[src/rtl/flm_pkg.sv]
package flm_pkg;
  localparam logic [3:0] MSG_HELLO = 4'h1;
  localparam logic [3:0] MSG_ACK   = 4'h2;
  localparam logic [3:0] MSG_NSREQ = 4'h6;
  localparam logic [3:0] MSG_NSREP = 4'h7;

  typedef enum logic {
    RS_IDLE = 1'b0,
    RS_WAIT = 1'b1
  } rep_state_e;
endpackage

[src/rtl/flm_port_counter.sv]
module flm_port_counter #(
  parameter int CW = 16
) (
  input  logic          clk,
  input  logic          rst_n,
  input  logic          inc_i,
  input  logic          clr_i,
  output logic [CW-1:0] cnt_o
);
  localparam logic [CW-1:0] CMAX = {CW{1'b1}};

  logic [CW-1:0] cnt_q, cnt_d;
  logic          cnt_en;

  always_comb begin
    cnt_en = clr_i | inc_i;
    if (clr_i)                     cnt_d = inc_i ? CW'(1) : '0;
    else if (inc_i && cnt_q != CMAX) cnt_d = cnt_q + CW'(1);
    else                           cnt_d = cnt_q;
  end

  always_ff @(posedge clk or negedge rst_n) begin
    if (!rst_n)      cnt_q <= '0;
    else if (cnt_en) cnt_q <= cnt_d;
  end

  assign cnt_o = cnt_q;

  // a full counter stays full without a clear
  a_r3_saturate: assert property (@(posedge clk) disable iff (!rst_n)
    (!clr_i && cnt_q == CMAX) |=> cnt_q == CMAX);
  // one step per flit below the limit
  a_r2_step: assert property (@(posedge clk) disable iff (!rst_n)
    (!clr_i && inc_i && cnt_q != CMAX) |=> cnt_q == $past(cnt_q) + CW'(1));
  // a clear restarts at the flit of the same cycle
  a_r5_restart: assert property (@(posedge clk) disable iff (!rst_n)
    clr_i |=> cnt_q <= CW'(1));
endmodule

[src/rtl/flm_reply_ctrl.sv]
module flm_reply_ctrl
  import flm_pkg::*;
#(
  parameter int TW        = 16,
  parameter int MAX_RETRY = 4
) (
  input  logic          clk,
  input  logic          rst_n,
  input  logic          req_i,
  input  logic          ack_i,
  input  logic [TW-1:0] timeout_i,
  output logic          accept_o,
  output logic          send_o,
  output logic          pending_o,
  output logic          err_o
);
  localparam int RW = $clog2(MAX_RETRY + 1);

  rep_state_e    st_q, st_d;
  logic [TW-1:0] tmr_q, tmr_d;
  logic [RW-1:0] rty_q, rty_d;
  logic          send_q, send_d;
  logic          err_q, err_d;
  logic          expire;

  always_comb begin
    st_d     = st_q;
    tmr_d    = tmr_q;
    rty_d    = rty_q;
    send_d   = 1'b0;
    err_d    = err_q;
    accept_o = req_i && (st_q == RS_IDLE);
    expire   = (st_q == RS_WAIT) && !ack_i && (tmr_q >= timeout_i);
    case (st_q)
      RS_IDLE: begin
        if (accept_o) begin
          st_d   = RS_WAIT;
          tmr_d  = '0;
          rty_d  = '0;
          send_d = 1'b1;
          err_d  = 1'b0;
        end
      end
      RS_WAIT: begin
        if (ack_i) begin
          st_d = RS_IDLE;
        end else if (expire) begin
          if (rty_q == RW'(MAX_RETRY)) begin
            st_d  = RS_IDLE;
            err_d = 1'b1;
          end else begin
            send_d = 1'b1;
            rty_d  = rty_q + RW'(1);
            tmr_d  = '0;
          end
        end else begin
          tmr_d = tmr_q + TW'(1);
        end
      end
      default: st_d = RS_IDLE;
    endcase
  end

  always_ff @(posedge clk or negedge rst_n) begin
    if (!rst_n) begin
      st_q   <= RS_IDLE;
      tmr_q  <= '0;
      rty_q  <= '0;
      send_q <= 1'b0;
      err_q  <= 1'b0;
    end else begin
      st_q   <= st_d;
      tmr_q  <= tmr_d;
      rty_q  <= rty_d;
      send_q <= send_d;
      err_q  <= err_d;
    end
  end

  assign send_o    = send_q;
  assign pending_o = (st_q == RS_WAIT);
  assign err_o     = err_q;

  // a send only ever happens while a reply is outstanding
  a_r6_send_pending: assert property (@(posedge clk) disable iff (!rst_n)
    send_q |-> st_q == RS_WAIT);
  // an ACK while waiting closes the wait with no further copy
  a_r7_ack_closes: assert property (@(posedge clk) disable iff (!rst_n)
    (st_q == RS_WAIT && ack_i) |=> (st_q == RS_IDLE && !send_q));
  // retry count bounded
  a_r9_retry_bound: assert property (@(posedge clk) disable iff (!rst_n)
    rty_q <= RW'(MAX_RETRY));
  // the error only appears when a pending reply is dropped
  a_r9_err_from_drop: assert property (@(posedge clk) disable iff (!rst_n)
    $rose(err_q) |-> ($past(st_q) == RS_WAIT && st_q == RS_IDLE));
endmodule

[src/rtl/flit_load_monitor.sv]
module flit_load_monitor
  import flm_pkg::*;
#(
  parameter int NPORTS    = 5,
  parameter int CW        = 16,
  parameter int TW        = 16,
  parameter int MAX_RETRY = 4
) (
  input  logic                 clk,
  input  logic                 rst_n,
  input  logic [NPORTS-1:0]    flit_in,
  input  logic                 msg_valid,
  input  logic [3:0]           msg_type,
  input  logic [TW-1:0]        ack_timeout,
  output logic                 reply_valid,
  output logic [3:0]           reply_type,
  output logic [NPORTS*CW-1:0] reply_counts,
  output logic                 err_flag
);
  localparam int SW = NPORTS * CW;

  logic          hs_q, hs_d;
  logic          hello_seen, req_raw, ack_seen;
  logic          accept, pending;
  logic [SW-1:0] live_cnt;
  logic [SW-1:0] snap_q, snap_d;

  always_comb begin
    hello_seen = msg_valid && (msg_type == MSG_HELLO);
    ack_seen   = msg_valid && (msg_type == MSG_ACK);
    req_raw    = msg_valid && (msg_type == MSG_NSREQ) && hs_q;
    hs_d       = hs_q | hello_seen;
    snap_d     = accept ? live_cnt : snap_q;
  end

  always_ff @(posedge clk or negedge rst_n) begin
    if (!rst_n) begin
      hs_q   <= 1'b0;
      snap_q <= '0;
    end else begin
      hs_q <= hs_d;
      if (accept) snap_q <= snap_d;
    end
  end

  for (genvar p = 0; p < NPORTS; p++) begin : g_port
    flm_port_counter #(.CW(CW)) cnt_i (
      .clk   (clk),
      .rst_n (rst_n),
      .inc_i (flit_in[p]),
      .clr_i (accept),
      .cnt_o (live_cnt[p*CW +: CW])
    );
  end

  flm_reply_ctrl #(.TW(TW), .MAX_RETRY(MAX_RETRY)) ctrl_i (
    .clk       (clk),
    .rst_n     (rst_n),
    .req_i     (req_raw),
    .ack_i     (ack_seen),
    .timeout_i (ack_timeout),
    .accept_o  (accept),
    .send_o    (reply_valid),
    .pending_o (pending),
    .err_o     (err_flag)
  );

  assign reply_type   = MSG_NSREP;
  assign reply_counts = snap_q;

  // the frozen counts hold while a reply is outstanding
  a_r8_hold_counts: assert property (@(posedge clk) disable iff (!rst_n)
    (pending && !accept) |=> $stable(reply_counts));
  // nothing is accepted before the handshake
  a_r4_no_accept_early: assert property (@(posedge clk) disable iff (!rst_n)
    !hs_q |=> !reply_valid);
  // a request during a pending reply does not restart the wait
  a_r10_busy_ignore: assert property (@(posedge clk) disable iff (!rst_n)
    (pending && req_raw) |-> !accept);
endmodule

[config.mk]
export PLATFORM = sky130hd
export DESIGN_NAME = flit_load_monitor
export DESIGN_NICKNAME = d
export VERILOG_FILES = /design/src/rtl/flm_pkg.sv /design/src/rtl/flm_port_counter.sv /design/src/rtl/flm_reply_ctrl.sv /design/src/rtl/flit_load_monitor.sv
export SDC_FILE = /design/constraint.sdc
export NUM_CORES = 1
export LEC_CHECK = 0
export BUFFER_PORTS_ARGS = -buffer_cell sky130_fd_sc_hd__buf_2
export CAP_MARGIN = 20
export CORE_ASPECT_RATIO = 1.2
export CORE_UTILIZATION = 55
export DETAILED_ROUTE_END_ITERATION = 8
export PLACE_DENSITY = 0.75
export RECOVER_POWER = 50
export SLEW_MARGIN = 10
export SYNTH_ARGS = -nofsm -noshare
export SYNTH_HDL_FRONTEND = slang
export SYNTH_SLANG_ARGS = --single-unit
[constraint.sdc]
create_clock -name clk -period 2.5 [get_ports clk]
set_clock_uncertainty 0.05 [all_clocks]
set_input_delay 0.375 -clock clk [delete_from_list [all_inputs] [get_ports clk]]
set_output_delay 0.375 -clock clk [all_outputs]
set_load 0.01 [all_outputs]
==> flow_metrics.tcl, run 1 <==
set metrics [dict create \
    status "complete, no violations" \
    period_share_pct 93.6 \
    power_switching_mw 2.20 \
    pwr-share-clk_pct 34.4 \
    cts.sinks 183 \
    min_to "hs_q$_DFF_PN0_" \
    relSlewSlack_pct 20.7 \
    crit_type "flip-flop to flip-flop" \
    highest_layer "met4" \
    post_cts_buffers 0 \
    p_sw_share_pct 29.6 \
    cp-start-kind "flip-flop" \
    wl_met2_mm 9.20 \
    drt-total-wl_mm 18.4 \
    cp_max_fo 12 \
    endpoint_kind "flip-flop" \
    drive_gt1_share_pct 13.5 \
    synthArstFlopShare_pct 100 \
    synth_cell_type_count 60 \
    num_vias 7091 \
    grt_usage_pct 23.1 \
    synth_top_area_share_pct 51.0 \
    internal_power_mw 5.23 \
    io_pins 114 \
    crit_family "simple AND/OR/NAND/NOR gates" \
    synth_compound_area_share_pct 8.91 \
    min_delay_path_depth 2 \
    htreeDepth 4 \
    clk_pin_slew_ns 0.07 \
    fp.dieH_um 142 \
    hold_start "msg_type[0]" \
    hp-class "primary input to flip-flop" \
    dp_slack_ns 0.0292 \
    setup_ws_ns 0.159 \
    worst-path-buf-inv 2 \
    synth_top_family_by_area "simple AND/OR/NAND/NOR gates" \
    post-synth-top-area-cell "dfrtp_1" \
    ant_nets 0 \
    grt_max_degree 150 \
    first_global_vias 6821 \
    pwr_density_cell_mw_per_mm2 722 \
    synth-xor-area-share_pct 5.65 \
    grt_overflow_total 0 \
    drt_first_pass_iters 5 \
    r2r_slack_ns 0.16 \
    p_comb_share_pct 15.5 \
    cp_cell_sequence "ha_1, nand4_1, nor2_2, buf_4, o2111ai_2, a41o_1, inv_2, nor4b_2" \
    synth_seq_area_share_pct 51.0 \
    cts_tree "built" \
    drt_iter0_drc 434 \
    crit_cells 8 \
    initial_utilization_pct 57.0 \
    synth_top_cells_by_area "dfrtp_1, nand2_1, nor2_1, xnor2_1, ha_1" \
    muxShareOfSynthArea_pct 0.668 \
    port_buffers 109 \
    grt_pass1_wl_mm 31.4 \
    rr_endpoint "ctrl_i.tmr_q[10]$_DFFE_PN0P_" \
    root_buffer "clkbuf_16" \
    syn_to_final_growth_pct 14.5 \
    r2r_cells 8 \
    finalMaxSlewViolations 0 \
    insertion_delay_ns 0.43 \
    num_rows 50 \
    viasPerCell 5.39 \
    hold_viol_final 0 \
    ys_warn_count 0 \
    worstPathArrival_ns 2.59 \
    r2r-start "ctrl_i.tmr_q[13]$_DFFE_PN0P_" \
    max_stage_delay_ns 0.45 \
    yosys.area_share.adder_pct 3.34 \
    drv_cap 0 \
    worst-slew-pin-transition_ns 1.19 \
    power.total_mw 7.43 \
    p_leak_nw 5.05 \
    fp.coreArea_mm2 0.0158 \
    synth-seq-cells 183 \
    dpl_cell_area_mm2 0.00977 \
    place_hpwl_mm 12.4 \
    cts_inserted_buffers 17 \
    fin_setup_tns_ns 0 \
    fin_area_mm2 0.0103 \
    insertedDiodeCount 0 \
    die-area_mm2 0.0169 \
    ys.flop_type "dfrtp_1" \
    hold-worst-slack_ns 0.127 \
    crit_required_ns 2.75 \
    antenna_found_initial 0 \
    slowest_stage "dfrtp_1" \
    synth-simple-area-share_pct 26.8 \
    drcViolationCount 0 \
    fp.dieW_um 119 \
    fin_crit_ns 2.34 \
    setup_violations 0 \
    ir_drop_mv 0.423 \
    wl_per_cell_um 14.0 \
    fin_nets 1147 \
    avgSynthCellArea_um2 9.07 \
    wl_met1_mm 8.42 \
    wl_met3_um 650 \
    power_frac_seq_pct 50.1 \
    max_freq_mhz 427 \
    clockBufferDepth 2 \
    grt_setup_unrepaired "no" \
    syn_area_mm2 0.00899 \
    synth_edf_count 0 \
    synthCells 991 \
    gp_congestion 0.827 \
]
-- worst max path at each step --
stage | slack, ns | endpoint | startpoint
final | 0.16 | ctrl_i.tmr_q[10]$_DFFE_PN0P_ | ctrl_i.tmr_q[13]$_DFFE_PN0P_
after global placement | 0.17 | ctrl_i.tmr_q[12]$_DFFE_PN0P_ | ack_timeout[13]
after detailed placement | 0.03 | ctrl_i.tmr_q[12]$_DFFE_PN0P_ | ack_timeout[13]
after CTS | 0.04 | ctrl_i.tmr_q[12]$_DFFE_PN0P_ | ctrl_i.tmr_q[13]$_DFFE_PN0P_
after floorplan | 0.36 | ctrl_i.tmr_q[4]$_DFFE_PN0P_ | ctrl_i.tmr_q[0]$_DFFE_PN0P_
after global routing | 0.04 | ctrl_i.tmr_q[11]$_DFFE_PN0P_ | ctrl_i.tmr_q[13]$_DFFE_PN0P_
-- final cells by class --
cell class,count,area [um^2]
clock buffer,19,443
multi-input combinational,737,4100
clock inverter,13,121
tap,208,260
sequential,183,4580
timing repair buffer,122,656
inverter,34,128
fill,1347,5480
-- cells by family after synthesis --
logic type | count (synthesis)
simple gates | 529
fa+ha+maj | 24
other cells | 2
mux | 6
compound gates | 116
flops | 183
xor+xnor | 58
buf+inv | 73
-- repair_timing --
item | CTS | global route
endpoints found under the hold margin | 43 | 0
hold buffers | 1 | 0
resized for setup | 0 | 2
endpoints found under the setup margin | 0 | 18
-- registers in the layout (all words and copies together), names as in the netlist --
name / flops
ctrl_i.send_o: 1
ctrl_i.pending_o: 1
g_port.cnt_i.cnt_o: 80
ctrl_i.tmr_q: 16
reply_counts: 80
hs_q: 1
ctrl_i.rty_q: 3
ctrl_i.err_o: 1
-- routing by layer --
metal / vias to the layer above / track usage, %
li1: 3539 / -
met1: 3405 / 29.4
met2: 133 / 40.0
met3: 14 / 4.61
met4: 0 / 6.20
met5: - / 0
-- placed cells by master (no fill, tap or decap), drive strengths merged, types with 24 or more instances in the layout --
cell type    n
o21ai       39
dfrtp      183
a21oi       27
ha          24
buf         79
nand2      275
clkbuf      61
inv         38
xnor2       35
nor2       104
nand3       42
-- through the flow --
step           utilization (%)  instances
6_report                  65.3       1316
5_1_grt                   65.3       1316
4_1_cts                   65.6       1316
3_5_place_dp              61.9       1283
3_3_place_gp              61.9       1283
2_1_floorplan                -        993
-- power by group through the flow --
stage	Clock, mW	Combinational [mW]	Sequential (mW)
floorplan	0	0.874	3.64
CTS	2.62	1.17	3.71
detailed placement	0	1.16	3.76
global placement	0	1.10	3.75
global route	2.75	1.32	3.77
finish	2.56	1.15	3.72
-- Yosys cell counts (6+ instances only) --
library cell / instances
a211oi_2: 9
a21oi_1: 26
and3_1: 11
and4_1: 10
buf_2: 9
clkbuf_1: 22
dfrtp_1: 183
ha_1: 24
inv_1: 33
mux2i_1: 6
nand2_1: 274
nand3_1: 41
nand4_1: 21
nor2_1: 104
nor3_1: 22
nor4_1: 6
o21ai_0: 39
or3_1: 13
xnor2_1: 35
xor2_1: 23
Power figures use the tool's default switching activity.
==> inputs of run 2 (changes only) <==
--- a/config.mk
+++ b/config.mk
@@ -8,9 +8,9 @@
 export BUFFER_PORTS_ARGS = -buffer_cell sky130_fd_sc_hd__buf_2
 export CAP_MARGIN = 20
 export CORE_ASPECT_RATIO = 1.2
-export CORE_UTILIZATION = 55
+export CORE_UTILIZATION = 42
 export DETAILED_ROUTE_END_ITERATION = 8
-export PLACE_DENSITY = 0.75
+export PLACE_DENSITY = 0.6
 export RECOVER_POWER = 50
 export SLEW_MARGIN = 10
 export SYNTH_ARGS = -nofsm -noshare
==> flow_metrics.tcl, run 2 (synthesis gave the netlist of run 1 again) <==
set metrics [dict create \
    crit_type "flip-flop to flip-flop" \
    grt_usage_pct 18.4 \
    die-area_mm2 0.0220 \
    p_leak_nw 5.09 \
    antenna_found_initial 0 \
    ir_drop_mv 0.459 \
    cts.sinks 183 \
    htreeDepth 4 \
    max_freq_mhz 440 \
    fp.dieW_um 136 \
    final_common_cell "nand2_1" \
    fin_area_mm2 0.0104 \
    grt_pass1_wl_mm 32.2 \
    viasPerCell 5.06 \
    worst-slew-pin-transition_ns 1.61 \
    clk_pin_slew_ns 0.07 \
    insertedDiodeCount 0 \
    power.total_mw 7.61 \
    root_buffer "clkbuf_16" \
    dpl_cell_area_mm2 0.00987 \
    io_pins 114 \
    drt-total-wl_mm 19.0 \
    drt_first_pass_iters 5 \
    ant_nets 0 \
    fin_setup_tns_ns 0 \
    pwr_density_cell_mw_per_mm2 731 \
    cts_inserted_buffers 17 \
    cts_tree "built" \
    crit_required_ns 2.79 \
    drv_cap 1 \
    grt_max_degree 151 \
    place_hpwl_mm 12.7 \
    fp.dieH_um 162 \
    fin_nets 1150 \
    insertion_delay_ns 0.43 \
    period_share_pct 90.8 \
    internal_power_mw 5.34 \
    setup_violations 0 \
    status "finished, violations left" \
    num_rows 58 \
    worstPathArrival_ns 2.56 \
    cp_max_fo 30 \
    power_switching_mw 2.27 \
    p_sw_share_pct 29.8 \
    grt_overflow_total 0 \
    initial_utilization_pct 42.9 \
    port_buffers 109 \
    pwr-share-clk_pct 36.3 \
    drcViolationCount 0 \
    wl_per_cell_um 13.8 \
    first_global_vias 6769 \
    cp-start-kind "flip-flop" \
    gp_congestion 0.777 \
    num_vias 6989 \
    syn_to_final_growth_pct 15.9 \
    p_comb_share_pct 15.3 \
    endpoint_kind "flip-flop" \
    relSlewSlack_pct -7.19 \
    fin_crit_ns 2.27 \
    fp.coreArea_mm2 0.0210 \
    hold_viol_final 0 \
    violations "max-capacitance violations, max-slew violations" \
    power_frac_seq_pct 48.4 \
    drive_gt1_share_pct 13.8 \
    drt_iter0_drc 318 \
    final_cell_mix "nand2_1, dfrtp_1, nor2_1" \
    hp-class "primary input to flip-flop" \
    grt_setup_unrepaired "no" \
    finalMaxSlewViolations 68 \
    clockBufferDepth 2 \
]
[run 2: cell count changes in the layout (fill, tap and decap cells not counted), sizes merged]
cell | before | now
bufinv | 1 | 2
clkinv | 3 | 4
inv | 38 | 42
buf | 79 | 83
clkinvlp | 5 | 1
clkbuf | 61 | 58
[run 2: metal layers]
| layer | GRT usage (%) | wire length [um] |
|---|---|---|
| met1 | 23.9 | 8840 |
| met2 | 30.9 | 9430 |
| met3 | 3.37 | 521 |
| met4 | 5.41 | 211 |
| met5 | 0 | 0 |
[run 2: what timing repair did]
item                       4_1_cts  5_1_grt
hold buffers                     1        0
hold endpoints to repair        63        0
gates resized for setup          0        2
setup endpoints to repair        0       14
buffers inserted                 0        0
[run 2: power by group through the flow]
stage | sequential (mW) | combinational (mW) | clock (mW)
3_5_place_dp | 3.74 | 1.18 | 0
5_1_grt | 3.75 | 1.34 | 2.95
4_1_cts | 3.68 | 1.19 | 2.86
6_report | 3.69 | 1.16 | 2.76
3_3_place_gp | 3.74 | 1.14 | 0
2_1_floorplan | 3.64 | 0.874 | 0
[run 2: path summary, 6_finish.rpt]
check | startpoint | endpoint | slack [ns] | cells after the start
setup / recovery | ctrl_i.tmr_q[0]$_DFFE_PN0P_ | ctrl_i.tmr_q[12]$_DFFE_PN0P_ | 0.23 | 9
min in group asynchronous | rst_n | reply_counts[48]$_DFFE_PN0P_ | 0.83 | 2
hold / removal | msg_type[0] | hs_q$_DFF_PN0_ | 0.12 | 2
max in group asynchronous | rst_n | reply_counts[9]$_DFFE_PN0P_ | 0.42 | 3
hold reg to reg | hs_q$_DFF_PN0_ | hs_q$_DFF_PN0_ | 0.41 | 1
setup reg to reg | ctrl_i.tmr_q[0]$_DFFE_PN0P_ | ctrl_i.tmr_q[12]$_DFFE_PN0P_ | 0.23 | 9
[run 2: critical path, cell delays in order, from the launching register on]
cell and delay (ns):
dfrtp_1 0.38, inv_1 0.06, ha_1 0.26, nand2b_4 0.13, a2111o_1 0.43, o2111ai_2 0.13
nand4_2 0.16, buf_12 0.20, nor3b_1 0.15, nor4_2 0.21
[run 2: area by class of cell]
class                      instances  area [um^2]
fill                            2076        10600
sequential                       183         4580
multi-input combinational        737         4100
timing repair buffer             125          661
clock buffer                      17          425
tap                              270          338
clock inverter                    15          183
inverter                          34          128
[run 2: stage by stage]
stage               hold WS (ns)  setup WS, ns  instances  utilization [%]
floorplan                 0.0294         0.355        993                -
global placement           0.377         0.172       1348             47.1
detailed placement         0.383         0.116       1348             47.1
CTS                        0.103         0.146       1381             50.0
global route               0.127        0.0632       1381             49.6
finish                     0.121         0.229       1381             49.6
